**src/rtl/fmr_pkg.sv**
```systemverilog
package fmr_pkg;
  localparam int NMOD  = 5;
  localparam int NPAIR = NMOD * (NMOD - 1) / 2;
  localparam int IDXW  = $clog2(NMOD);

  typedef enum logic [1:0] {
    ST_NORMAL  = 2'd0,
    ST_COMPARE = 2'd1,
    ST_RECOVER = 2'd2,
    ST_HALT    = 2'd3
  } ctl_state_e;

  // lower module index of pair p, pairs enumerated (0,1),(0,2)...(3,4)
  function automatic int pair_lo(input int p);
    int k;
    k = 0;
    pair_lo = 0;
    for (int i = 0; i < NMOD; i++)
      for (int j = i + 1; j < NMOD; j++) begin
        if (k == p) pair_lo = i;
        k++;
      end
  endfunction

  function automatic int pair_hi(input int p);
    int k;
    k = 0;
    pair_hi = 0;
    for (int i = 0; i < NMOD; i++)
      for (int j = i + 1; j < NMOD; j++) begin
        if (k == p) pair_hi = j;
        k++;
      end
  endfunction
endpackage

```
**src/rtl/fmr_pair_counters.sv**
```systemverilog
module fmr_pair_counters
  import fmr_pkg::*;
#(
  parameter int CW = 5
) (
  input  logic             clk,
  input  logic             rst_n,
  input  logic             clear,
  input  logic             up,
  input  logic             down,
  input  logic [NMOD-1:0]  sco,
  output logic [NPAIR-1:0] nz_next
);
  for (genvar p = 0; p < NPAIR; p++) begin : g_pair
    localparam int A = pair_lo(p);
    localparam int B = pair_hi(p);
    logic [CW-1:0] cnt_q, cnt_d;
    logic          diff;

    assign diff = sco[A] ^ sco[B];

    always_comb begin
      cnt_d = cnt_q;
      if (clear)             cnt_d = '0;
      else if (diff && up)   cnt_d = cnt_q + 1'b1;
      else if (diff && down) cnt_d = cnt_q - 1'b1;
    end

    always_ff @(posedge clk) begin
      if (!rst_n) cnt_q <= '0;
      else        cnt_q <= cnt_d;
    end

    assign nz_next[p] = |cnt_d;


    no_overflow_chk: assert property (@(posedge clk) disable iff (!rst_n)
      !(up && diff && (&cnt_q)));
  end
endmodule

```
**src/rtl/fmr_fault_locator.sv**
```systemverilog
module fmr_fault_locator
  import fmr_pkg::*;
(
  input  logic [NPAIR-1:0] nz,
  output logic [NMOD-1:0]  mask,
  output logic [IDXW-1:0]  src,
  output logic             src_ok
);
  always_comb begin
    for (int m = 0; m < NMOD; m++) begin
      int hits;
      hits = 0;
      for (int p = 0; p < NPAIR; p++)
        if (nz[p] && (pair_lo(p) == m || pair_hi(p) == m)) hits++;
      mask[m] = (hits >= 3);
    end
  end

  always_comb begin
    src = '0;
    for (int m = NMOD - 1; m >= 0; m--)
      if (!mask[m]) src = IDXW'(m);
    src_ok = ~&mask;
  end
endmodule

```
**src/rtl/fmr_sci_router.sv**
```systemverilog
module fmr_sci_router
  import fmr_pkg::*;
(
  input  logic                 recover,
  input  logic [NMOD-1:0]      fault,
  input  logic [IDXW-1:0]      src,
  input  logic [NMOD-1:0]      sco,
  output logic [NMOD*IDXW-1:0] sel,
  output logic [NMOD-1:0]      sci
);
  for (genvar m = 0; m < NMOD; m++) begin : g_mod
    logic [IDXW-1:0] s;
    assign s = (recover && fault[m]) ? src : IDXW'(m);
    assign sel[m*IDXW +: IDXW] = s;
    assign sci[m] = sco[s];
  end
endmodule

```
**src/rtl/fmr_scan_recovery_ctrl.sv**
```systemverilog
module fmr_scan_recovery_ctrl
  import fmr_pkg::*;
#(
  parameter int CHAIN_LEN = 16
) (
  input  logic         clk,
  input  logic         rst_n,
  input  logic         any_err_i,
  input  logic [4:0]   sco_i,
  output logic         scan_en_o,
  output logic [4:0]   sci_o,
  output logic [14:0]  sci_sel_o,
  output logic [4:0]   fault_o,
  output logic         st_normal_o,
  output logic         st_compare_o,
  output logic         st_recover_o,
  output logic         st_halt_o
);
  localparam int BW = (CHAIN_LEN > 1) ? $clog2(CHAIN_LEN) : 1;
  localparam int CW = $clog2(CHAIN_LEN + 1);
  localparam logic [BW-1:0] LAST = BW'(CHAIN_LEN - 1);

  ctl_state_e      state;
  logic [BW-1:0]   bit_cnt;
  logic [NMOD-1:0] fault_r;
  logic [IDXW-1:0] src_r;
  logic [NPAIR-1:0] nz;
  logic [NMOD-1:0] mask;
  logic [IDXW-1:0] src;
  logic            src_ok;
  logic            last;
  logic            start;

  assign last  = (bit_cnt == LAST);
  assign start = (state == ST_NORMAL) && any_err_i;

  fmr_pair_counters #(.CW(CW)) u_cnt (
    .clk     (clk),
    .rst_n   (rst_n),
    .clear   (start),
    .up      (state == ST_COMPARE),
    .down    (state == ST_RECOVER),
    .sco     (sco_i),
    .nz_next (nz)
  );

  fmr_fault_locator u_loc (
    .nz     (nz),
    .mask   (mask),
    .src    (src),
    .src_ok (src_ok)
  );

  fmr_sci_router u_rt (
    .recover (state == ST_RECOVER),
    .fault   (fault_r),
    .src     (src_r),
    .sco     (sco_i),
    .sel     (sci_sel_o),
    .sci     (sci_o)
  );

  always_ff @(posedge clk) begin
    if (!rst_n) begin
      state   <= ST_NORMAL;
      bit_cnt <= '0;
      fault_r <= '0;
      src_r   <= '0;
    end else begin
      unique case (state)
        ST_NORMAL: if (any_err_i) begin
          state   <= ST_COMPARE;
          bit_cnt <= '0;
          fault_r <= '0;
        end
        ST_COMPARE: if (last) begin
          bit_cnt <= '0;
          fault_r <= mask;
          src_r   <= src;
          state   <= ((|mask) && src_ok) ? ST_RECOVER : ST_HALT;
        end else begin
          bit_cnt <= bit_cnt + 1'b1;
        end
        ST_RECOVER: if (last) begin
          bit_cnt <= '0;
          state   <= (|nz) ? ST_HALT : ST_NORMAL;
        end else begin
          bit_cnt <= bit_cnt + 1'b1;
        end
        default: state <= ST_HALT;
      endcase
    end
  end

  assign scan_en_o    = (state == ST_COMPARE) || (state == ST_RECOVER);
  assign fault_o      = fault_r;
  assign st_normal_o  = (state == ST_NORMAL);
  assign st_compare_o = (state == ST_COMPARE);
  assign st_recover_o = (state == ST_RECOVER);
  assign st_halt_o    = (state == ST_HALT);


  trigger_chk: assert property (@(posedge clk) disable iff (!rst_n)
    (state == ST_NORMAL && any_err_i) |=> (state == ST_COMPARE));


  pass_len_chk: assert property (@(posedge clk) disable iff (!rst_n)
    (state == ST_COMPARE && last) |=> (state != ST_COMPARE));


  recover_plan_chk: assert property (@(posedge clk) disable iff (!rst_n)
    (state == ST_RECOVER) |-> ((|fault_r) && !(&fault_r)));


  source_clean_chk: assert property (@(posedge clk) disable iff (!rst_n)
    (state == ST_RECOVER) |-> !fault_r[src_r]);


  halt_sticky_chk: assert property (@(posedge clk) disable iff (!rst_n)
    (state == ST_HALT) |=> (state == ST_HALT && $stable(fault_r)));
endmodule

```
**config.mk**
```make
export PLATFORM = sky130hd
export DESIGN_NAME = fmr_scan_recovery_ctrl
export DESIGN_NICKNAME = d
export VERILOG_FILES = /design/src/rtl/fmr_pkg.sv /design/src/rtl/fmr_pair_counters.sv /design/src/rtl/fmr_fault_locator.sv /design/src/rtl/fmr_sci_router.sv /design/src/rtl/fmr_scan_recovery_ctrl.sv
export SDC_FILE = /design/constraint.sdc
export NUM_CORES = 1
export LEC_CHECK = 0
export BUFFER_PORTS_ARGS = -buffer_cell sky130_fd_sc_hd__buf_2
export CAP_MARGIN = 30
export CORE_ASPECT_RATIO = 0.5
export CORE_UTILIZATION = 50
export DETAILED_ROUTE_END_ITERATION = 6
export PLACE_DENSITY_LB_ADDON = 0.12
export SYNTH_ARGS = -nofsm -noshare
export SYNTH_HDL_FRONTEND = slang
export SYNTH_SLANG_ARGS = --single-unit
```
**constraint.sdc**
```tcl
create_clock -name clk -period 9.17 [get_ports clk]
set_input_delay 0 -clock clk [delete_from_list [all_inputs] [get_ports clk]]
set_output_delay 0 -clock clk [all_outputs]
set_load 0.03 [all_outputs]
```
==> results of run 1 <==
[power by group]
group	internal (mW)	switching [mW]	total, mW
registers	0.325	0.0590	0.384
logic	0.549	0.855	1.40
clock network	0.195	0.123	0.318
total	1.07	1.04	2.11
[kinds of logic after synthesis]
| group | count (synthesis) | synth area share |
|---|---|---|
| flip-flops | 64 | 0.236 |
| XOR/XNOR | 39 | 0.0642 |
| buffers and inverters | 83 | 0.0612 |
| adder cells (fa/ha/maj) | 37 | 0.0852 |
| multiplexers | 13 | 0.0249 |
| AO/OA/AOI/OAI | 175 | 0.228 |
| AND/OR/NAND/NOR | 311 | 0.301 |
[path summary, 6_finish.rpt]
path,to,from,cells past startpoint,slack (ns)
max reg2reg,state[0],state[0],17,3.59
min reg2reg,bit_cnt[1],bit_cnt[1],2,0.50
max,state[0],state[0],17,3.59
min,u_cnt.g_pair[9].cnt_q[3],rst_n,2,0.03
[cell type report]
| type | instances | area (sq um) | share of cell area |
|---|---|---|---|
| clock buffer | 12 | 256 | 0.0432 |
| clock inverter | 3 | 17.5 | 0.00295 |
| inverter | 42 | 158 | 0.0265 |
| multi-input combinational | 575 | 3820 | 0.644 |
| sequential | 64 | 1280 | 0.216 |
| tap | 140 | 175 | 0.0295 |
| timing repair buffer | 43 | 230 | 0.0387 |
[through the flow]
stage               power, mW  cells
global route             2.30    879
global placement         1.73    864
finish                   2.11    879
floorplan                1.47    722
detailed placement       1.76    864
CTS                      2.09    879
[state kept, by name, summed over array words and instances (netlist names)]
| register | flops |
|---|---|
| state | 2 |
| src_r | 3 |
| u_cnt.g_pair.cnt_q | 50 |
| bit_cnt | 4 |
| fault_o | 5 |
[layer usage]
| metal | part of all wire | vias up | global-route usage |
|---|---|---|---|
| met5 | 0 | - | 0 |
| met4 | 0.0056 | 0 | 0.0510 |
| met3 | 0.046 | 10 | 0.0515 |
| met2 | 0.43 | 130 | 0.407 |
| met1 | 0.52 | 2490 | 0.370 |
| li1 | - | 2667 | - |
[synthesized netlist by cell type, types with 13 or more instances]
cell type	number	area, sq um
nor2_1	83	312
dfxtp_1	64	1280
nand2_1	53	199
a21oi_1	45	225
o21ai_0	42	210
inv_1	41	154
ha_1	37	463
xnor2_1	27	236
clkbuf_1	26	97.6
nor3_1	24	120
or3_1	20	125
nand3_1	19	95.1
nand4_1	18	113
and3_1	13	81.3
==> results.toml, run 1 <==
[run_status]
run_status = "complete, no violations"

[clock_tree]
numClockSinks = 64
clkTransAtPathRegs_ns = 0.06
post_cts.resized_instances = 0
worst_skew_pair.late_latency_ns = 0.33
root_buffer = "clkbuf_16"
cts_max_path_buffers = 2
tritoncts.num_buffers = 9
cts_setup_buffers = 0
cts_hold_repair.buffers = 0
cts_tree = "built"
maximum_level_of_the_cts_h_tree = 3

[flow_run]
drv.max_cap_violation_count = 0

[floorplan]
die_h_microns = 75.7
pin_count = 38
floorplan.core_area_sq_um = 10400
fp-row-count = 26
die_area_sq_um = 11300
initial_utilization = 0.524
dieWidth_microns = 149

[worst_setup_path]
path_max_fanout = 47
crit_family = "compound AO/OA/AOI/OAI gates"
path_type_of_the_worst_setup_path = "register to register"
critical_path.max_stage_delay_ns = 0.74
crit_top_cell = "ha_1"
crit_slowest_cell = "a2111oi_0"
worstPathCellList = "inv_1 > ha_1 > buf_4 > or3b_2 > o211a_1 > a2111oi_0 > o221ai_1 > inv_1 > ha_1 > xor2_1 > ha_1 > or2_2 > and4b_1 > a311o_1 > or4_1 > o41a_1 > o31ai_1"
startpoint_kind_of_the_worst_setup_timing_path = "register"
buffers_and_inverters_on_the_worst_path = 3
end_kind = "register"
worst-endpoint-arrival_ns = 5.83
timing.critical_path.required_ns = 9.42

[yosys]
async_flop_share = 0
synth_seq_area_share = 0.236
post_synth_num_cell_types = 74
synth.ff_latch_count = 64
mappedNetlistNets = 767
ys_dominant_reg_cell = "dfxtp_1"
synthCells = 722
mappedNetlistArea_sq_um = 5440
yosysWarnings = 0
synth_enable_flop_cells = 0
synth_area_per_cell_sq_um = 7.53

[placement]
placed_cell_area_sq_um = 5670
placement.setup.worst_slack_ns = 3.64
port_buf_inserts = 37
dp_hpwl_microns = 9970
place.gp.congestion = 0.835

[final_layout]
finish.net_count = 780
final_cell_mix = "nor2_1, dfxtp_1, nand2_1, a21oi_1, o21ai_0"
postLayoutCellArea_sq_um = 5940
drive_above_1_share = 0.111
fill_cells = 1003
fin_util = 0.573
diodes = 0
mostFrequentLayoutCell = "nor2_1"
areaGrowthSynthToFinish_pct = 9.32

[timing]
max_clock_freq_mhz = 179
hold_ws_ns = 0.0317
final_max_slew_viol_count = 0
layout_worst_path_cycle_share = 0.609
max_slew.worst_pin.slew_ns = 0.935
finalSetupViolations = 0
period_minus_slack_ns = 5.58
worst_clock_skew_ns = 0.00706
unrepaired_setup_endpoints_after_global_routing = "false"
post_route_worst_setup_slack_ns = 3.59
fin_tns_setup_ns = 0
final_hold_viols = 0
worst_slew_margin_rel = 0.367

[power_and_ir_drop]
vdd.ir_drop.worst_mv = 0.223
powerDensity_nw_per_um2 = 354
power.leakage_nw = 2.29

[routing]
wl_microns = 14100
wl_per_cell_microns = 16.0
route.detailed.vias_per_inst = 6.03
ant_nets = 0
drt-pass1-iter-count = 5
drt_first_iter_violations = 362
vias = 5297
drcViolationCount = 0

[global_route]
grt.total_usage = 0.259
grt_antenna_before_repair = 0
maximum_number_of_pins_on_one_net_before_global_route_repair = 73
grt_pass1_vias = 4654
globalRoute.totalOverflow = 0
grt_first_pass_wirelength_microns = 23100

[hold_path]
hold_path_class = "input pin to register"
(Power assumes the default switching activity.)
==> inputs of run 2 (changes only) <==
==> constraint.sdc (replaced) <==
create_clock -name clk -period 5 [get_ports clk]
set_input_delay 0 -clock clk [delete_from_list [all_inputs] [get_ports clk]]
set_output_delay 0 -clock clk [all_outputs]
set_load 0.03 [all_outputs]
==> run 2 against run 1 <==
Sequential power grew 84%. Non-clock buffer count grew 21. Register-to-register slack lost 3.4 ns. Critical path depth shrank 1. Critical endpoint unchanged. Count of clock-buffer cells in the layout shrank 2. Largest power group unchanged.
==> results.toml, run 2 (synthesis results as in run 1) <==
[run_status]
run_status = "complete, no violations"

[floorplan]
dieWidth_microns = 149
initial_utilization = 0.524
floorplan.core_area_sq_um = 10400
fp-row-count = 26
pin_count = 38
die_h_microns = 75.7
die_area_sq_um = 11300

[power_and_ir_drop]
switching_power_mw = 2.01
power.share.clock = 0.166
pwr-share-comb = 0.669
swShare = 0.470
fin_total_pwr_mw = 4.28
power.leakage_nw = 2.45
share_seq_of_total_power = 0.166
intPower_mw = 2.27
powerDensity_nw_per_um2 = 684
vdd.ir_drop.worst_mv = 0.338

[timing]
period_minus_slack_ns = 4.80
final_hold_viols = 0
layout_worst_path_cycle_share = 0.960
finalSetupViolations = 0
max_slew.worst_pin.slew_ns = 1.10
worst_slew_margin_rel = 0.258
worst_clock_skew_ns = 0.0129
hold_ws_ns = 0.0184
final_max_slew_viol_count = 0
max_clock_freq_mhz = 208

[placement]
dp_hpwl_microns = 10700
placed_cells_incl_taps = 881
place.gp.congestion = 0.847
port_buf_inserts = 37

[routing]
route.detailed.vias_per_inst = 6.09
drcViolationCount = 0
wl_microns = 15100
wl_per_cell_microns = 16.7
met2_wirelength_microns = 6650
topRoutingLayerUsed = "met4"
detailroute.wirelength.met3_microns = 784
vias = 5483
drt_first_iter_violations = 433
met1Wirelength_microns = 7520
drt-pass1-iter-count = 4
ant_nets = 0

[global_route]
maximum_number_of_pins_on_one_net_before_global_route_repair = 54
globalRoute.totalOverflow = 0
grt_antenna_before_repair = 0
grt.total_usage = 0.276
grt_pass1_vias = 4860
grt_first_pass_wirelength_microns = 24400

[worst_setup_path]
path_max_fanout = 6
crit_family = "compound AO/OA/AOI/OAI gates"
worstPathCellList = "inv_1 > ha_2 > or3b_2 > o211a_1 > a2111oi_4 > o221ai_2 > inv_1 > ha_2 > xor2_1 > ha_1 > or2_2 > and4b_1 > a311o_1 > or4_1 > o41a_1 > o31ai_1"
startpoint_kind_of_the_worst_setup_timing_path = "register"
critical_path.max_stage_delay_ns = 0.53
crit_slowest_cell = "or4_1"
timing.critical_path.required_ns = 5.26
buffers_and_inverters_on_the_worst_path = 2
end_kind = "register"
path_type_of_the_worst_setup_path = "register to register"
worst-endpoint-arrival_ns = 5.06

[clock_tree]
root_buffer = "clkbuf_16"
maximum_level_of_the_cts_h_tree = 3
cts_tree = "built"
tritoncts.num_buffers = 9
cts_hold_repair.buffers = 0
clkTransAtPathRegs_ns = 0.05
worst_skew_pair.late_latency_ns = 0.35
numClockSinks = 64
cts_max_path_buffers = 2

[final_layout]
final_cell_mix = "nor2_1, dfxtp_1, nand2_1, a21oi_1, o21ai_0"
diodes = 0
mostFrequentLayoutCell = "nor2_1"
registers.top_by_ff_count = "u_cnt.g_pair.cnt_q"
multi_input_area_sq_um = 3900
finalNonFillerCells = 901
finish.net_count = 801
largest_register_ff_count = 50
areaGrowthSynthToFinish_pct = 15.1
fill_cells = 948
drive_above_1_share = 0.148
sequential_cell_area_sq_um = 1280

[hold_path]
hold_path_class = "input pin to register"

[flow_run]
drv.max_cap_violation_count = 0
==> run 2: cell count changes in the layout (fill, tap and decap cells not counted), moves of 2 or more <==
| cell | before | now |
|---|---|---|
| buf_4 | 6 | 25 |
| a2111oi_0 | 3 | 1 |
| a2111oi_4 | 2 | 4 |
| buf_12 | 0 | 2 |
| bufinv_16 | 0 | 2 |
| ha_1 | 36 | 34 |
| ha_2 | 1 | 3 |
| inv_6 | 0 | 2 |
==> run 2: path summary, 6_finish.rpt <==
check | startpoint | endpoint | slack [ns] | cells after the start
worst max-delay path | state[1] | state[0] | 0.20 | 16
worst min-delay path | rst_n | state[1] | 0.02 | 3
worst min register to register | bit_cnt[1] | bit_cnt[1] | 0.51 | 2
worst max register to register | state[1] | state[0] | 0.20 | 16
==> run 2: per-layer routing <==
layer  vias up  track usage
met1      2616        0.377
met4         0       0.0669
met3        16       0.0581
met2       141        0.449
li1       2710            -
met5         -            0
==> run 2: what timing repair did <==
action	in CTS	in global routing
pin swaps	0	5
setup endpoints to repair	1	2
setup buffers	0	4
resized for setup	2	10
gates cloned	0	0
==> run 2: worst reg2reg max path, stage by stage, from the launching register on <==
cell and delay, ns:
dfxtp_1 0.37, inv_1 0.09, ha_2 0.22, or3b_2 0.51, o211a_1 0.26, a2111oi_4 0.42
o221ai_2 0.17, inv_1 0.12, ha_2 0.31, xor2_1 0.17, ha_1 0.29, or2_2 0.29
and4b_1 0.20, a311o_1 0.33, or4_1 0.53, o41a_1 0.37, o31ai_1 0.06
==> run 2: metrics by stage <==
step                       util  setup TNS [ns]  worst slack (ns)  area (sq um)
final                     0.603               0             0.200          6260
after CTS                 0.594               0            0.0381          6160
after global routing      0.603       -0.000525         -0.000525          6260
after floorplan               -               0            0.0396          5440
after detailed placement  0.561         -0.0852           -0.0852          5820
after global placement    0.561               0             0.157          5820
==> run 2: final cells by class <==
cell class	count	area share
clock buffer	10	0.0382
inverter	42	0.0252
timing repair buffer	64	0.0660
clock inverter	6	0.0144
sequential	64	0.205
tap	140	0.0280
multi-input combinational	575	0.623
==> run 2: power groups by stage <==
stage               Clock, mW  Sequential [mW]  Combinational (mW)
CTS                     0.717            0.702                2.73
detailed placement          0            0.711                2.69
global route            0.732            0.724                3.20
global placement            0            0.710                2.63
floorplan                   0            0.682                2.02
finish                  0.709            0.708                2.86
